`config.mk`:
```
export PLATFORM = sky130hd
export DESIGN_NAME = pq_powered
export DESIGN_NICKNAME = d
export VERILOG_FILES = /design/src/rtl/pq_pkg.sv /design/src/rtl/pq_base_queue.sv /design/src/rtl/pq_slot_pick.sv /design/src/rtl/pq_powered.sv
export SDC_FILE = /design/constraint.sdc
export NUM_CORES = 2
export LEC_CHECK = 0
export BUFFER_PORTS_ARGS = -buffer_cell sky130_fd_sc_hd__buf_2
export CORE_UTILIZATION = 40
export DETAILED_ROUTE_END_ITERATION = 16
export GPL_TIMING_DRIVEN = 0
export PLACE_DENSITY = 0.65
export SYNTH_ARGS = -nofsm -noshare
export SYNTH_HDL_FRONTEND = slang
export SYNTH_SLANG_ARGS = --single-unit
```
`constraint.sdc`:
```
create_clock -name clk_i -period 21.9 [get_ports clk_i]
set_clock_uncertainty 0.15 [all_clocks]
set_input_delay 2.19 -clock clk_i [delete_from_list [all_inputs] [get_ports clk_i]]
set_output_delay 2.19 -clock clk_i [all_outputs]
set_load 0.02 [all_outputs]
```
`src/rtl/pq_pkg.sv`:
```
package pq_pkg;
  typedef enum logic [1:0] {
    CMD_INSERT = 2'd0,
    CMD_GETMIN = 2'd1,
    CMD_DELETE = 2'd2,
    CMD_PEEK   = 2'd3
  } pq_cmd_e;
endpackage

```
`src/rtl/pq_base_queue.sv`:
```
// Sorted register queue: entry 0 is the smallest; pop and push may share a cycle.
module pq_base_queue #(
  parameter int DEPTH = 4,
  parameter int DW    = 16,
  parameter int KW    = 16,
  localparam int CW   = $clog2(DEPTH + 1)
) (
  input  logic                          clk_i,
  input  logic                          rst_ni,
  input  logic                          push_i,
  input  logic                          pop_i,
  input  logic                          flush_i,
  input  logic [DW-1:0]                 din_i,
  output logic [DEPTH-1:0][DW-1:0]      q_o,
  output logic [CW-1:0]                 cnt_o
);
  logic [DEPTH-1:0][DW-1:0] b, c;
  logic [CW-1:0] nb, nc;
  int pos;

  always_comb begin
    b  = q_o;
    nb = cnt_o;
    if (pop_i && cnt_o != '0) begin
      for (int i = 0; i < DEPTH; i++) b[i] = q_o[(i < DEPTH-1) ? i+1 : i];
      nb = cnt_o - CW'(1);
    end
    pos = 0;
    for (int i = 0; i < DEPTH; i++)
      if (CW'(i) < nb && b[i][DW-1 -: KW] <= din_i[DW-1 -: KW]) pos = i + 1;
    c  = b;
    nc = nb;
    if (push_i) begin
      for (int i = 0; i < DEPTH; i++) begin
        if (i < pos)       c[i] = b[i];
        else if (i == pos) c[i] = din_i;
        else               c[i] = b[(i > 0) ? i-1 : 0];
      end
      nc = nb + CW'(1);
    end
  end

  always_ff @(posedge clk_i or negedge rst_ni) begin
    if (!rst_ni) begin
      q_o   <= '0;
      cnt_o <= '0;
    end else if (flush_i) begin
      q_o   <= '0;
      cnt_o <= '0;
    end else begin
      q_o   <= c;
      cnt_o <= nc;
    end
  end

  for (genvar g = 0; g < DEPTH-1; g++) begin : g_chk
    a_r1_sorted: assert property (@(posedge clk_i) disable iff (!rst_ni)
      (cnt_o > CW'(g+1)) |-> (q_o[g][DW-1 -: KW] <= q_o[g+1][DW-1 -: KW]));
  end
  a_r6_no_overflow: assert property (@(posedge clk_i) disable iff (!rst_ni)
    (push_i && !pop_i && !flush_i) |-> (cnt_o < CW'(DEPTH)));
endmodule

```
`src/rtl/pq_slot_pick.sv`:
```
// Lowest-index free slot.
module pq_slot_pick #(
  parameter int N   = 8,
  localparam int IW = (N > 1) ? $clog2(N) : 1
) (
  input  logic [N-1:0]  free_i,
  output logic [IW-1:0] idx_o,
  output logic          any_o
);
  always_comb begin
    idx_o = '0;
    for (int i = N-1; i >= 0; i--)
      if (free_i[i]) idx_o = IW'(i);
    any_o = |free_i;
  end
endmodule

```
`src/rtl/pq_powered.sv`:
```
module pq_powered
  import pq_pkg::*;
#(
  parameter int W = 16,
  parameter int K = 4,
  parameter int L = 8
) (
  input  logic         clk_i,
  input  logic         rst_ni,
  input  logic         cmd_valid_i,
  input  logic [1:0]   cmd_i,
  input  logic [W-1:0] key_i,
  output logic         ready_o,
  output logic         full_o,
  output logic         empty_o,
  output logic         rsp_valid_o,
  output logic [W-1:0] rsp_key_o,
  output logic         err_o
);
  localparam int SW  = (L > 1) ? $clog2(L) : 1;
  localparam int PW  = (K > 1) ? $clog2(K) : 1;
  localparam int EW  = W + SW + PW;
  localparam int ICW = $clog2(K + 1);
  localparam int ECW = $clog2(L + 1);
  localparam int AW  = $clog2(L * K);

  // input side: two sorted queues swapping roles
  logic [K-1:0][W-1:0] in_q [2];
  logic [ICW-1:0]      in_cnt [2];
  logic [1:0]          in_push, in_pop, in_flush;
  logic                act;

  for (genvar g = 0; g < 2; g++) begin : g_in
    pq_base_queue #(.DEPTH(K), .DW(W), .KW(W)) u_q (
      .clk_i, .rst_ni,
      .push_i(in_push[g]), .pop_i(in_pop[g]), .flush_i(in_flush[g]),
      .din_i(key_i), .q_o(in_q[g]), .cnt_o(in_cnt[g]));
  end

  // exit side: one head per live run, {key, slot, index}
  logic [L-1:0][EW-1:0] ex_q;
  logic [ECW-1:0]       ex_cnt;
  logic                 ex_push, ex_pop;
  logic [EW-1:0]        ex_din;

  pq_base_queue #(.DEPTH(L), .DW(EW), .KW(W)) u_exit (
    .clk_i, .rst_ni, .push_i(ex_push), .pop_i(ex_pop), .flush_i(1'b0),
    .din_i(ex_din), .q_o(ex_q), .cnt_o(ex_cnt));

  logic [W-1:0]  ram [L*K];
  logic [L-1:0]  free_q;
  logic          draining;
  logic [PW-1:0] drain_idx;
  logic [SW-1:0] drain_slot;
  logic [SW-1:0] new_slot;
  logic          any_free;

  pq_slot_pick #(.N(L)) u_pick (.free_i(free_q), .idx_o(new_slot), .any_o(any_free));

  logic [K-1:0][W-1:0] act_q, dq;
  logic [ICW-1:0] act_cnt;
  logic [W-1:0]   in_key, ex_key, head, succ_key;
  logic [SW-1:0]  ex_slot;
  logic [PW-1:0]  ex_ptr, nxt_ptr;
  logic in_v, ex_v, use_in, accept, is_ins, rm_hit, do_ins, fill_evt, has_succ, drain_last;

  always_comb begin
    act_q    = in_q[act];
    dq       = in_q[~act];
    act_cnt  = in_cnt[act];
    in_key   = act_q[0];
    ex_key   = ex_q[0][EW-1 -: W];
    ex_slot  = ex_q[0][PW +: SW];
    ex_ptr   = ex_q[0][PW-1:0];
    nxt_ptr  = ex_ptr + PW'(1);
    has_succ = ex_ptr != PW'(K-1);
    in_v     = act_cnt != '0;
    ex_v     = ex_cnt != '0;
    use_in   = in_v && (!ex_v || in_key <= ex_key);
    empty_o  = !in_v && !ex_v;
    full_o   = (act_cnt == ICW'(K-1)) && !any_free;
    ready_o  = !(draining && drain_idx != PW'(K-1) && act_cnt == ICW'(K-1));
    accept   = cmd_valid_i && ready_o;
    is_ins   = cmd_i == CMD_INSERT;
    rm_hit   = accept && !empty_o && (cmd_i == CMD_GETMIN || cmd_i == CMD_DELETE);
    do_ins   = accept && is_ins && !full_o;
    fill_evt = do_ins && act_cnt == ICW'(K-1);
    drain_last = draining && drain_idx == PW'(K-1);
    head     = (key_i < act_q[0]) ? key_i : act_q[0];
    // a run still being copied is read straight from its source queue
    if (draining && ex_slot == drain_slot) succ_key = dq[nxt_ptr];
    else succ_key = ram[AW'(ex_slot) * AW'(K) + AW'(nxt_ptr)];

    in_push = '0;  in_push[act]   = do_ins;
    in_pop  = '0;  in_pop[act]    = rm_hit && use_in;
    in_flush = '0; in_flush[~act] = drain_last;
    ex_pop  = rm_hit && !use_in;
    ex_push = fill_evt || (ex_pop && has_succ);
    ex_din  = fill_evt ? {head, new_slot, PW'(0)} : {succ_key, ex_slot, nxt_ptr};
  end

  always_ff @(posedge clk_i or negedge rst_ni) begin
    if (!rst_ni) begin
      act        <= 1'b0;
      draining   <= 1'b0;
      drain_idx  <= '0;
      drain_slot <= '0;
      free_q     <= '1;
    end else begin
      if (draining) drain_idx <= drain_idx + PW'(1);
      if (drain_last) draining <= 1'b0;
      if (ex_pop && !has_succ) free_q[ex_slot] <= 1'b1;
      if (fill_evt) begin
        act              <= ~act;
        draining         <= 1'b1;
        drain_idx        <= '0;
        drain_slot       <= new_slot;
        free_q[new_slot] <= 1'b0;
      end
    end
  end

  always_ff @(posedge clk_i)
    if (draining) ram[AW'(drain_slot) * AW'(K) + AW'(drain_idx)] <= dq[drain_idx];

  always_ff @(posedge clk_i or negedge rst_ni) begin
    if (!rst_ni) begin
      rsp_valid_o <= 1'b0;
      rsp_key_o   <= '0;
      err_o       <= 1'b0;
    end else begin
      rsp_valid_o <= accept && !empty_o && (cmd_i == CMD_GETMIN || cmd_i == CMD_PEEK);
      rsp_key_o   <= use_in ? in_key : ex_key;
      err_o       <= accept && !is_ins && empty_o;
    end
  end

  a_r7_one_head_per_run: assert property (@(posedge clk_i) disable iff (!rst_ni)
    int'(ex_cnt) == L - $countones(free_q));
  a_r4_err_pulse: assert property (@(posedge clk_i) disable iff (!rst_ni)
    (accept && !is_ins && empty_o) |=> (err_o && !rsp_valid_o));
  a_r1_rsp_follows: assert property (@(posedge clk_i) disable iff (!rst_ni)
    (accept && !empty_o && cmd_i == CMD_GETMIN) |=> (rsp_valid_o && !err_o));
  a_r5_ready_idle: assert property (@(posedge clk_i) disable iff (!rst_ni)
    !draining |-> ready_o);
  a_r6_refused_insert: assert property (@(posedge clk_i) disable iff (!rst_ni)
    (accept && is_ins && full_o) |=> ($stable(act) && $stable(ex_cnt) && $stable(act_cnt)));
endmodule

```
==> summary.md <==
| Metric | Value |
|---|---|
| Cell Area, Synth | roughly 49000 um2 |
| Sw power | 3.958 mW |
| Post-CTS setup buffer count | 0 |
| Routed vias/inst | approximately 5.9 |
| Setup TNS | 0 ns |
| Switching Fraction | 43.14% |
| Cell repeated most along the worst path | buf_2 |
| H-tree levels | 3 |
| Drt initial violations | about 3400 |
| CTS root buf | clkbuf_16 |
| Dpl hpwl | about 110000 um |
| Critical path launch point type | flop |
| Port Buffer Count | 41 |
| Fin crit share | a little under half |
| Post-CTS Resized | 0 |
| Synth Instances | about 3800 |
| Power per cell area | ~170 nW/um2 |
| Area of the multi-input gates | approximately 23000 um2 |
| Clock network power share | 18.4% |
| # fillers | 10900 |
| Post-synth top area share | a little under a third |
| Initial antenna violation count | 3 |
| Register Area | between 20000 and 25000 um2 |
| Finished Core Util | between 40% and 50% |
| Die width | ~350 um |
| Slowest library cell on the worst path | clkbuf_1 |
| Post-route cell area | 54920 um2 |
| Slew Limit Fails | 0 |
| Routed Antenna Nets | 0 |
| Final count of hold timing violations | 0 |
| FMAX | between 90 and 100 MHz |
| Residual DRC | 0 |
| Synth Area per Inst | 12.84 um2 |
| CTS Buffer Depth | 3 |
| Final setup fails | 0 |
| Num Clock Sinks | 851 |
| Vias in the first global route | roughly 33000 |
| RSZ-0062 raised after global routing | false |
| Chip height | 350.3 um |
| Post-CTS Hold Buffers | 0 |
| Crit. End Element | flop |
| Min Tclk post-route | between 10 and 15 ns |
| Max Cap Viol | 0 |
| Largest net degree at the start of global routing | roughly 110 |
| WL final | about 140000 um |
| I/O pins | 42 |
| Worst slew pin tran | roughly 1.4 ns |
| Post-DP Area | between 50000 and 60000 um2 |
| Placer Congestion | between 0.9 and 1 |
| Leading area contributor after synthesis | edfxtp_1 |
| Worst hold-check path type | flop to flop |
| Die ar. | between 100000 and 150000 um2 |
| Pleak | 23.31 nW |
| Global-route wire length before repair | around 220000 um |
| Post-synthesis sequential area ratio | approximately half |
| Unique masters post-synth | roughly 110 |
| Initial Utilization | a little over 40% |
| Routed via count | around 33000 |
| Synth Warn # | 0 |
| Share of cells above drive strength 1 | about a fifth |
| Area Overhead vs Synth | 13.20% |
| Total GRT Usage | between 20% and 30% |
| Inserted Clock Buffers | a little over 90 |
| Kind of critical path | flop to flop |
| Dominant synthesized flop cell | edfxtp_1 |
| Rows | between 100 and 150 |
| Mapped Nets | 4104 |
| Gr ovfl total | 0 |
| WL/cell | roughly 26 um |
| Clock-pin slew on the worst setup and hold paths | ~0.06 ns |
| Critical path buffer and inverter count | 12 |
| Clk_lat worst skew | roughly 0.71 ns |
| Sequential Power Share | between 20% and 30% |
| Rel. slew slack | around 8.5% |
| Peak supply drop | around 0.14 mV |
| Crit path max fanout | 10 |
| Top post-synthesis cells by area | edfxtp_1, dfrtp_1, mux4_2 |
| Async S/R FF share, synth | around 40% |
| Combinational power share | a little over half |
| Family with the most delay on the worst path | buffers and inverters |
| CP required | about 22 ns |
| Core area | 120100 um2 |
| FF+latch count, synth | approximately 850 |
| # diodes | 0 |
| TritonRoute pass-1 iters | 8 |
| Most frequent cells in the layout | edfxtp_1, mux2i_1, dfrtp_1 |
| Commonest non-fill, non-tap cell in the layout | edfxtp_1 |
| Internal Power | 5.218 mW |
| Total power | slightly above 9 mW |
| CTS tree | done |
| Post-synth EDFFs | roughly 500 |
| CP peak stage delay | between 0.7 and 0.8 ns |
| CP arrival | approximately 11 ns |
| Status | complete, no violations |
| Net count, final | between 4000 and 5000 |
-- stage by stage --
| stage | setup WS, ns | hold WS [ns] | instances |
|---|---|---|---|
| floorplan | 14.16 | 0.3453 | 3779 |
| global placement | 11.22 | 0.3590 | 5432 |
| detailed placement | 11.77 | 0.3696 | 5479 |
| CTS | 11.72 | 0.3817 | 5651 |
| global route | 11.18 | 0.4005 | 5657 |
| finish | 11.62 | 0.3781 | 5657 |
-- worst paths after layout --
path | startpoint | endpoint | slack [ns] | cells after the start
min reg2reg | u_exit.q_o[150] | u_exit.q_o[150] | 0.38 | 2
max | act | u_exit.q_o[4] | 11.62 | 31
max reg2reg | act | u_exit.q_o[4] | 11.62 | 31
max in group asynchronous | rst_ni | u_exit.q_o[103] | 19.00 | 3
min in group asynchronous | rst_ni | g_in[0].u_q.q_o[49] | 1.20 | 1
min | u_exit.q_o[150] | u_exit.q_o[150] | 0.38 | 2
-- registers in the layout, summed over array words and instances, names as in the netlist, 2 cells and up --
signal / cells
u_exit.cnt_o: 4
g_in.u_q.cnt_o: 6
drain_slot: 3
drain_idx: 2
rsp_key_o: 16
ram: 512
g_in.u_q.q_o: 128
free_q: 8
u_exit.q_o: 168
-- power groups by stage --
stage | Combinational [mW] | Clock [mW] | Sequential [mW]
final | 5.03 | 1.69 | 2.46
after global routing | 5.47 | 1.77 | 2.48
after CTS | 5.00 | 1.71 | 2.44
after detailed placement | 4.97 | 0 | 2.47
after global placement | 4.83 | 0 | 2.46
after floorplan | 3.51 | 0 | 2.33
-- cell families (layout without fill, tap and decap cells) --
group	count (synthesis)	in the layout	share of synthesized area [%]
compound gates	713	713	9.939
simple gates	683	683	6.646
flops	851	851	49.20
mux	792	792	22.41
fa+ha+maj	304	304	7.840
xor+xnor	17	17	0.3069
buf+inv	419	685	3.662
-- cell usage after synthesis, drive strengths merged, types with 13 or more instances --
library cell,n
edfxtp,512
o21a,39
buf,93
o31ai,25
nand3,78
dfrtp,331
a221oi,31
o21ai,193
a31oi,23
nand2,261
a211o,15
a21o,65
o22a,19
nand2b,13
a211oi,35
nor2,161
a21oi,158
xnor2,14
mux2i,353
mux4,206
mux2,233
o22ai,27
ha,304
a22oi,18
inv,203
clkbuf,120
nor2b,32
nor3,30
nand4,48
-- metal layers --
metal	share of wire, %	global-route usage [%]	wire length (um)	vias to the layer above
met3	6.9	3.648	10010	260
li1	-	-	-	14860
met4	3.9	8.645	5686	0
met2	46	37.82	67050	1262
met1	43	32.49	61990	17000
met5	0	0	0	-
-- worst min-delay path, cell delays in order (launching register included) --
cell and delay [ns]:
dfrtp_1 0.34, nor2_1 0.05, a21oi_1 0.10
-- area by class of cell --
type                       count  area share (%)
clock inverter                59           1.476
timing repair buffer          94           1.770
sequential                   851           43.46
clock buffer                 113           4.502
multi-input combinational   2509           41.88
tap                         1612           3.672
inverter                     204           1.403
buffer                       215           1.832
No activity file was read; power rests on OpenSTA's default activity.
